## config.mk

```make
export PLATFORM = sky130hd
export DESIGN_NAME = sfp_pack
export DESIGN_NICKNAME = d
export VERILOG_FILES = /design/src/rtl/sfp_pkg.sv /design/src/rtl/sfp_range_classify.sv /design/src/rtl/sfp_rne_round.sv /design/src/rtl/sfp_denorm_align.sv /design/src/rtl/sfp_pack.sv
export SDC_FILE = /design/constraint.sdc
export NUM_CORES = 1
export LEC_CHECK = 0
export ABC_AREA = 1
export CAP_MARGIN = 20
export CORE_AREA = 2 2 90 92
export DETAILED_ROUTE_END_ITERATION = 10
export DIE_AREA = 0 0 92 94
export DONT_BUFFER_PORTS = 1
export HOLD_SLACK_MARGIN = 0.15
export PLACE_DENSITY = 0.77
export SETUP_SLACK_MARGIN = 0.02
export SLEW_MARGIN = 0
export SYNTH_ARGS = -nofsm -noshare
export SYNTH_HDL_FRONTEND = slang
export SYNTH_HIERARCHICAL = 1
export SYNTH_SLANG_ARGS = --single-unit
```

## constraint.sdc

```tcl
create_clock -name clk -period 9.9 [get_ports clk]
set_input_delay 2.475 -clock clk [delete_from_list [all_inputs] [get_ports clk]]
set_output_delay 2.475 -clock clk [all_outputs]
set_load 0.01 [all_outputs]
```

## src/rtl/sfp_pkg.sv

```systemverilog
package sfp_pkg;
  localparam int IN_EXP_W   = 8;
  localparam int IN_FRAC_W  = 23;
  localparam int OUT_EXP_W  = 4;
  localparam int OUT_FRAC_W = 11;
  localparam int IN_W       = 1 + IN_EXP_W + IN_FRAC_W;
  localparam int OUT_W      = 1 + OUT_EXP_W + OUT_FRAC_W;
  localparam int SAT_ABOVE  = 135;
  localparam int NORM_LO    = 121;
  localparam int DEN_LO     = 110;

  typedef enum logic [1:0] {
    RNG_ZERO = 2'd0,
    RNG_DEN  = 2'd1,
    RNG_NORM = 2'd2,
    RNG_SAT  = 2'd3
  } range_e;
endpackage

```

## src/rtl/sfp_range_classify.sv

```systemverilog
module sfp_range_classify
  import sfp_pkg::*;
#(
  parameter int EXP_W     = IN_EXP_W,
  parameter int SAT_LIM   = SAT_ABOVE,
  parameter int NORM_MIN  = NORM_LO,
  parameter int DEN_MIN   = DEN_LO
) (
  input  logic [EXP_W-1:0] exp_i,
  output range_e           rng_o
);
  localparam logic [EXP_W-1:0] SAT_C  = EXP_W'(SAT_LIM);
  localparam logic [EXP_W-1:0] NORM_C = EXP_W'(NORM_MIN);
  localparam logic [EXP_W-1:0] DEN_C  = EXP_W'(DEN_MIN);

  always_comb begin
    if (exp_i > SAT_C)        rng_o = RNG_SAT;
    else if (exp_i >= NORM_C) rng_o = RNG_NORM;
    else if (exp_i >= DEN_C)  rng_o = RNG_DEN;
    else                      rng_o = RNG_ZERO;
  end
endmodule

```

## src/rtl/sfp_rne_round.sv

```systemverilog
module sfp_rne_round #(
  parameter int W = 11
) (
  input  logic [W-1:0] kept_i,
  input  logic         guard_i,
  input  logic         sticky_i,
  output logic [W:0]   sum_o
);
  logic up;
  always_comb begin
    up    = guard_i & (sticky_i | kept_i[0]);
    sum_o = {1'b0, kept_i} + {{W{1'b0}}, up};
  end
endmodule

```

## src/rtl/sfp_denorm_align.sv

```systemverilog
module sfp_denorm_align
  import sfp_pkg::*;
#(
  parameter int EXP_W   = IN_EXP_W,
  parameter int FRAC_W  = IN_FRAC_W,
  parameter int KEEP_W  = OUT_FRAC_W,
  parameter int DEN_MIN = DEN_LO
) (
  input  logic [EXP_W-1:0]  exp_i,
  input  logic [FRAC_W-1:0] frac_i,
  input  logic              en_i,
  output logic [KEEP_W-1:0] kept_o,
  output logic              guard_o,
  output logic              sticky_o
);
  localparam int MW  = FRAC_W + 1;
  localparam int SHW = $clog2(MW + 1);
  localparam logic [EXP_W-1:0] DEN_C  = EXP_W'(DEN_MIN);
  localparam logic [EXP_W-1:0] KMAX_C = EXP_W'(KEEP_W - 1);

  logic [EXP_W-1:0] k_raw;
  logic [EXP_W-1:0] k;
  logic [SHW-1:0]   sh;
  logic [MW-1:0]    mant;
  logic [MW-1:0]    shifted;
  logic [MW-1:0]    low_mask;

  always_comb begin
    mant     = {1'b1, frac_i};
    k_raw    = exp_i - DEN_C;
    k        = (en_i && (k_raw <= KMAX_C)) ? k_raw : '0;
    sh       = SHW'(FRAC_W) - SHW'(k);
    shifted  = mant >> sh;
    kept_o   = shifted[KEEP_W-1:0];
    guard_o  = mant[sh - SHW'(1)];
    low_mask = (MW'(1) << (sh - SHW'(1))) - MW'(1);
    sticky_o = |(mant & low_mask);
  end
endmodule

```

## src/rtl/sfp_pack.sv

```systemverilog
module sfp_pack
  import sfp_pkg::*;
#(
  parameter int EXP_IN_W   = IN_EXP_W,
  parameter int FRAC_IN_W  = IN_FRAC_W,
  parameter int EXP_OUT_W  = OUT_EXP_W,
  parameter int FRAC_OUT_W = OUT_FRAC_W,
  localparam int WI = 1 + EXP_IN_W + FRAC_IN_W,
  localparam int WO = 1 + EXP_OUT_W + FRAC_OUT_W
) (
  input  logic          clk,
  input  logic          rst,
  input  logic          in_valid,
  input  logic [WI-1:0] in_word,
  output logic          out_valid,
  output logic [WO-1:0] out_word
);
  localparam int DROP = FRAC_IN_W - FRAC_OUT_W;

  logic                  sgn;
  logic [EXP_IN_W-1:0]   src_exp;
  logic [FRAC_IN_W-1:0]  src_frac;
  range_e                rng;

  logic [EXP_OUT_W-1:0]  n_exp;
  logic [FRAC_OUT_W-1:0] n_kept;
  logic                  n_guard, n_sticky;
  logic [FRAC_OUT_W:0]   n_sum;

  logic [FRAC_OUT_W-1:0] d_kept;
  logic                  d_guard, d_sticky;
  logic [FRAC_OUT_W:0]   d_sum;

  logic [WO-2:0]         mag;

  assign sgn      = in_word[WI-1];
  assign src_exp  = in_word[WI-2 -: EXP_IN_W];
  assign src_frac = in_word[FRAC_IN_W-1:0];

  sfp_range_classify #(.EXP_W(EXP_IN_W)) u_cls (
    .exp_i (src_exp),
    .rng_o (rng)
  );

  // Normal path: exponent by bit selection, fraction by truncation plus rounding.
  assign n_exp    = {src_exp[EXP_IN_W-1], src_exp[EXP_OUT_W-2:0]};
  assign n_kept   = src_frac[FRAC_IN_W-1 -: FRAC_OUT_W];
  assign n_guard  = src_frac[DROP-1];
  assign n_sticky = |src_frac[DROP-2:0];

  sfp_rne_round #(.W(FRAC_OUT_W)) u_rnd_norm (
    .kept_i   (n_kept),
    .guard_i  (n_guard),
    .sticky_i (n_sticky),
    .sum_o    (n_sum)
  );

  // Denormal path: hidden one restored and shifted right.
  sfp_denorm_align #(
    .EXP_W  (EXP_IN_W),
    .FRAC_W (FRAC_IN_W),
    .KEEP_W (FRAC_OUT_W)
  ) u_align (
    .exp_i    (src_exp),
    .frac_i   (src_frac),
    .en_i     (rng == RNG_DEN),
    .kept_o   (d_kept),
    .guard_o  (d_guard),
    .sticky_o (d_sticky)
  );

  sfp_rne_round #(.W(FRAC_OUT_W)) u_rnd_den (
    .kept_i   (d_kept),
    .guard_i  (d_guard),
    .sticky_i (d_sticky),
    .sum_o    (d_sum)
  );

  always_comb begin
    unique case (rng)
      RNG_SAT:  mag = '1;
      RNG_NORM: begin
        if (n_sum[FRAC_OUT_W]) begin
          if (&n_exp) mag = '1;
          else        mag = {n_exp + EXP_OUT_W'(1), {FRAC_OUT_W{1'b0}}};
        end else begin
          mag = {n_exp, n_sum[FRAC_OUT_W-1:0]};
        end
      end
      RNG_DEN: begin
        if (d_sum[FRAC_OUT_W]) mag = {EXP_OUT_W'(1), {FRAC_OUT_W{1'b0}}};
        else                   mag = {{EXP_OUT_W{1'b0}}, d_sum[FRAC_OUT_W-1:0]};
      end
      default:  mag = '0;
    endcase
  end

  always_ff @(posedge clk) begin
    if (rst) begin
      out_valid <= 1'b0;
      out_word  <= '0;
    end else begin
      out_valid <= in_valid;
      if (in_valid) out_word <= {sgn, mag};
    end
  end
endmodule

```

# After elaboration in Yosys (flattened, before gate mapping)
# Cells that the tools add are included.
# word_totals
register_bits	17
wordCells	38
inputBits	35
# classes
muxes	10
shifts	2
n_reduce_logical	4
n_eq_ne	3
addsub	7
bitwise_logic	5
n_lt_le_gt_ge	5
# op_table
cell	n
15-bit one-hot mux with 3 select lines	1
15-bit two-way mux	2
11-bit by 1-bit adder with 12-bit output	2
24-bit bitwise AND	1
24-bit OR reduction	1
1-bit by 5-bit left shift with 24-bit output, first input constant	1
24-bit by 5-bit right shift with 11-bit output	1
24-bit by 2-bit subtractor with 24-bit output, second input constant	1
8-bit by 7-bit >= comparator with 1-bit output, second input constant	2
12-bit two-way mux	1
11-bit OR reduction	1
8-bit greater-than comparator, second input constant	1
8-bit by 4-bit <= comparator with 1-bit output, second input constant	1
8-bit by 7-bit subtractor with 8-bit output, second input constant	1
5-bit by 6-bit < comparator with 1-bit output, second input constant	1
1-bit binary-select mux with 5-bit select	1
5-bit two-way mux	1
5-bit by 1-bit subtractor with 5-bit output, second input constant	1
5-bit subtractor, first input constant	1
4-bit by 1-bit adder with 4-bit output, second input constant	1
2-bit equality test, second input constant	2
2-bit two-way mux	2
4-bit AND reduction	1
1-bit bitwise AND	2
other kinds (4)	6

# Depth between registers and ports, before layout
# logic_depth
depth_word	18
mapped_depth	46
ltp_nobuf	44

# Modules after synthesis
# The synthesis kept the hierarchy.
# modules_own_cells
mod	area_per_inst_um2	seq_area_each_um2	cells_per_inst	n_inst
sfp_denorm_align	2212.1	0.0	431	1
sfp_pack	1011.0	340.3	164	1
sfp_rne_round	287.8	0.0	53	2
sfp_range_classify	81.3	0.0	21	1

# Worst setup path before layout
# Ideal clock, no wire load.
# synth_timing
path_type	input to register
startpoint	input port in_word[30]
endpoint	register out_word[2]
n_path_buf	3
setup_time_ns	0.125
required_ns	9.775
path_stages	39
arrival_time_ns	7.089
path_slack_ns	2.687
cell_sequence	nor2_1 -> nor2_1 -> nand3_1 -> nand2_1 -> nand2_1 -> inv_2 -> buf_2 -> nor2_1 -> nand2_1 -> nor3_4 -> nand2_1 -> nor2_1 -> clkbuf_1 -> ha_1 -> ha_1 -> nand2_1 -> inv_1 -> nand4_1 -> [... 3 more ...] -> nand3_2 -> nor2_1 -> nand2_1 -> o21ai_0 -> nand3_1 -> nand4_1 -> o21a_1 -> ha_1 -> nand2_1 -> nor2_4 -> nand3_2 -> nor2_1 -> nor2_2 -> buf_4 -> nand3_1 -> nand2_1 -> nand2_1 -> a21oi_2
# synth_between
elab_chain_cells	18
elab_cells_between_ends	30
cone_classes	add/sub: 5; order compare: 4; eq/ne: 3; shift: 2; mux: 10; bitwise: 3; reduce/logical: 3
# synth_lines
item	line_no	rtl
start, declared	sfp_pack.sv:14	input logic [WI-1:0] in_word,
8-bit by 7-bit >= comparator with 1-bit output	sfp_range_classify.sv:19	else if (exp_i >= DEN_C) rng_o = RNG_DEN;
1-bit two-way mux	sfp_range_classify.sv:19	
2-bit two-way mux	sfp_range_classify.sv:18	else if (exp_i >= NORM_C) rng_o = RNG_NORM;
2-bit two-way mux *	sfp_range_classify.sv:17	if (exp_i > SAT_C) rng_o = RNG_SAT;
via rng[0]	sfp_pack.sv:23	range_e rng;
2-bit by 1-bit equality test with 1-bit output *	sfp_pack.sv:66	.en_i (rng == RNG_DEN),
1-bit logical AND *	sfp_denorm_align.sv:31	k = (en_i && (k_raw <= KMAX_C)) ? k_raw : '0;
5-bit two-way mux *	sfp_denorm_align.sv:31	
[... 5 more ...]	n/a	
24-bit OR reduction *	sfp_denorm_align.sv:37	sticky_o = |(mant & low_mask);
via d_sticky	sfp_pack.sv:31	logic d_guard, d_sticky;
1-bit bitwise OR *	sfp_rne_round.sv:11	up = guard_i & (sticky_i | kept_i[0]);
1-bit bitwise AND *	sfp_rne_round.sv:11	
11-bit by 1-bit adder with 12-bit output *	sfp_rne_round.sv:12	sum_o = {1'b0, kept_i} + {{W{1'b0}}, up};
via d_sum[11]	sfp_pack.sv:32	logic [FRAC_OUT_W:0] d_sum;
12-bit two-way mux *	sfp_pack.sv:91	if (d_sum[FRAC_OUT_W]) mag = {EXP_OUT_W'(1), {FRAC_OUT_W{1'b0}}};
15-bit one-hot mux with 3 select lines *	sfp_pack.sv:80	unique case (rng)
end signal, assigned	sfp_pack.sv:104	if (in_valid) out_word <= {sgn, mag};
end, declared	sfp_pack.sv:16	output logic [WO-1:0] out_word
# Mark *: on every way through the listed nets, which the timed path passes. The rest lies on a longest branch. The select of a mux whose other input is x is not followed.
# A chain may end at the register's enable or synchronous reset.

# Worst setup path in the final report
# layout_timing
startpoint	input port in_word[30]
endpoint	register out_word[7]
# The elaborated chain is that of the path after synthesis.

==> impl_metrics.toml <==
[clock_network]
tritoncts = "yes"
ctsResizeCount = 0
cts_buffers = 3
postCtsSetupBuffers = 0
cts_buffer_depth = 2
worstSkewPairLatency_ps = 250
h-tree-depth = 1
cts_hold_buffers = 0
clk_pin_slew_ps = 70
cts.sinks = 17
cts_root_buf = "clkbuf_8"

[drt]
dr.pass1.iters = 5
wl_mm = 12.1
final_antenna_net_count = 0
via_per_inst = 5.85
drc = 0
dr.first_iter.drc_count = 404
post_drt_wl_per_cell_um = 15.0
vias = 4726

[final_layout]
post-route-util_pct = 51.8
multi_input_area_sq_um = 3100
fillers = 828
drive_gt1_share_pct = 8.22
final_common_cell = "nand2_1"
antenna_cells = 0
area_growth_syn_to_layout_pct = 1.48
design_area_sq_um = 3940
fin_nets = 757
most-common-layout-cells = "nand2_1 (249), nand3_1 (71), inv_1 (70)"
seq_area_sq_um = 340

[sta]
slew-limit-headroom_pct = 34.2
tightest_slew_ps = 984
tns_ps = 0
fin_crit_sh_pct = 82.8
final.min_clock_period_ps = 8200
fmax_ghz = 0.122
hold_violations = 0
slew_viol_final = 0
skew_ps = 0
rsz0062_at_grt = "false"
finalSetupViolCount = 0

[synth]
syn-num-nets = 772
yosys_warnings = 6
synth.distinct_cells = 45
synthCells = 722
yosysSeqAreaShare_pct = 8.77
async_flop_share_pct = 0
ys.flop_type = "dfxtp_1"
syn_area_per_cell_sq_um = 5.37
syn_area_sq_um = 3880
ys_ff_latch = 17
synth-edff-count = 0

[floorplan]
rows = 32
fp.dieH_um = 94
ios = 52
core_sq_um = 7610
die_area_sq_um = 8650
die_x_um = 92
start_util_pct = 51.0

[critical_path]
ff2ff_setup_slack_ps = 9140
critical_path_class = "in2reg"
worstPathArrival_ps = 8380
cp_slowest_cell = "o31ai_1"
crit_path_max_incr_delay_ps = 590
timing.rr.start = "out_word[3]$_SDFFE_PP0P_"
worstSetupStartpointType = "primary input"
rr_endpoint = "out_word[3]$_SDFFE_PP0P_"
crit_path_max_fanout = 29
critPathCaptureType = "flip-flop"
worst_r2r_path_depth = 2
cp.required_ps = 10080
crit_top_cell = "nand2_1"

[grt]
gr-total-overflow = 0
grt_start_max_net_pins = 30
grt_pass1_wl_mm = 20.2
grt_util_met1_pct = 38.0
grt_util_met2_pct = 47.9
antenna_found_initial = 0
grt_pass1_vias = 4351
grt.busiest_layer = "met2"
grtUsageMet3_pct = 3.05
grt_usage_pct = 28.0

[flow_run]
maxCapViolCount = 0

[placed_design]
io_buffers = 0
dp_hpwl_mm = 9.50
dpl_cell_area_sq_um = 3890
gp_congestion = 1.04

[worst_hold_path]
min_to = "out_word[5]$_SDFFE_PP0P_"
min_from = "out_word[5]$_SDFFE_PP0P_"
holdPathStages = 2
hp-class = "reg2reg"

[power]
vdd_drop_max_mv = 0.0390
leakage_uw = 0.00200
p_per_area_nw_per_um2 = 50.3

[run_status]
outcome = "completed"
-- area by class of cell --
cell class	count	share of cell area, %
Timing Repair Buffer	4	0.763
Clock buffer	4	1.14
Sequential cell	17	8.64
Multi-Input combinational cell	603	78.8
Inverter	78	7.44
Tap cell	102	3.24
-- cells by family (layout without fill, tap and decap cells) --
kind of cell / after synthesis / in the layout / synth area share [%]
AND/OR/NAND/NOR: 461 / 461 / 54.8
AO/OA/AOI/OAI: 116 / 116 / 17.6
buffers and inverters: 102 / 86 / 11.3
flip-flops: 17 / 17 / 8.77
adder cells (fa/ha/maj): 15 / 15 / 4.84
XOR/XNOR: 6 / 6 / 1.35
multiplexers: 5 / 5 / 1.29
-- worst max path at each step --
stage	endpoint	cells after the start	start	slack [ps]
6_report	out_word[7]$_SDFFE_PP0P_	41	in_word[30]	1700
5_1_grt	out_word[3]$_SDFFE_PP0P_	39	in_word[30]	1260
4_1_cts	out_word[7]$_SDFFE_PP0P_	41	in_word[30]	1890
3_5_place_dp	out_word[7]$_SDFFE_PP0P_	41	in_word[30]	1680
3_3_place_gp	out_word[7]$_SDFFE_PP0P_	41	in_word[30]	1800
2_1_floorplan	out_word[2]$_SDFFE_PP0P_	39	in_word[30]	2690
-- power breakdown --
group | switching (uW) | total (uW) | internal, uW | leakage [uW]
clock network | 23.6 | 52.1 | 28.5 | 0.0000228
registers | 4.85 | 77.6 | 72.8 | 0.000139
logic | 43.5 | 68.3 | 24.8 | 0.00184
total | 71.9 | 198 | 126 | 0.00200
-- state kept, by name, summed over array words and instances (netlist names) --
name       cells
out_valid      1
out_word      16
-- synthesized netlist by cell type (all sizes together), types with 2 or more instances --
| cell type | number | area, sq um |
|---|---|---|
| o21ai | 55 | 275 |
| a31oi | 3 | 18.8 |
| xnor2 | 4 | 35.0 |
| nand4 | 22 | 144 |
| o211ai | 15 | 113 |
| nand3b | 3 | 22.5 |
| clkinv | 4 | 15.0 |
| o21a | 4 | 30.0 |
| mux2i | 5 | 50.1 |
| nand2 | 258 | 1000 |
| nor3 | 4 | 31.3 |
| clkbuf | 6 | 22.5 |
| o221ai | 2 | 17.5 |
| inv | 74 | 278 |
| ha | 15 | 188 |
| buf | 18 | 123 |
| nor4 | 2 | 12.5 |
| dfxtp | 17 | 340 |
| nand3 | 83 | 475 |
| xor2 | 2 | 17.5 |
| nor2 | 86 | 422 |
| o31ai | 2 | 15.0 |
| or2 | 2 | 12.5 |
| a21oi | 27 | 150 |
| o311ai | 2 | 17.5 |
-- through the flow --
| stage | power (uW) | std cells | hold WS, ps | setup slack, ps |
|---|---|---|---|---|
| 6_report | 198 | 808 | 507 | 1700 |
| 5_1_grt | 210 | 808 | 532 | 1260 |
| 3_5_place_dp | 146 | 804 | 501 | 1680 |
| 4_1_cts | 197 | 808 | 511 | 1890 |
| 3_3_place_gp | 144 | 804 | 500 | 1800 |
| 2_1_floorplan | 136 | 722 | 488 | 2690 |
-- worst max-delay path: cells and delay by family --
family / cells / cell delay, ps
AND/OR/NAND/NOR: 26 / 2540
buffers and inverters: 9 / 1460
adder cells (fa/ha/maj): 3 / 940
AO/OA/AOI/OAI: 3 / 920
-- metal layers --
layer	share of wire, %	routed length, um
met1	44	5270
met3	7.8	940
met2	47	5650
met4	1.9	225
met5	0	0
No activity file was read; power rests on OpenSTA's default activity.
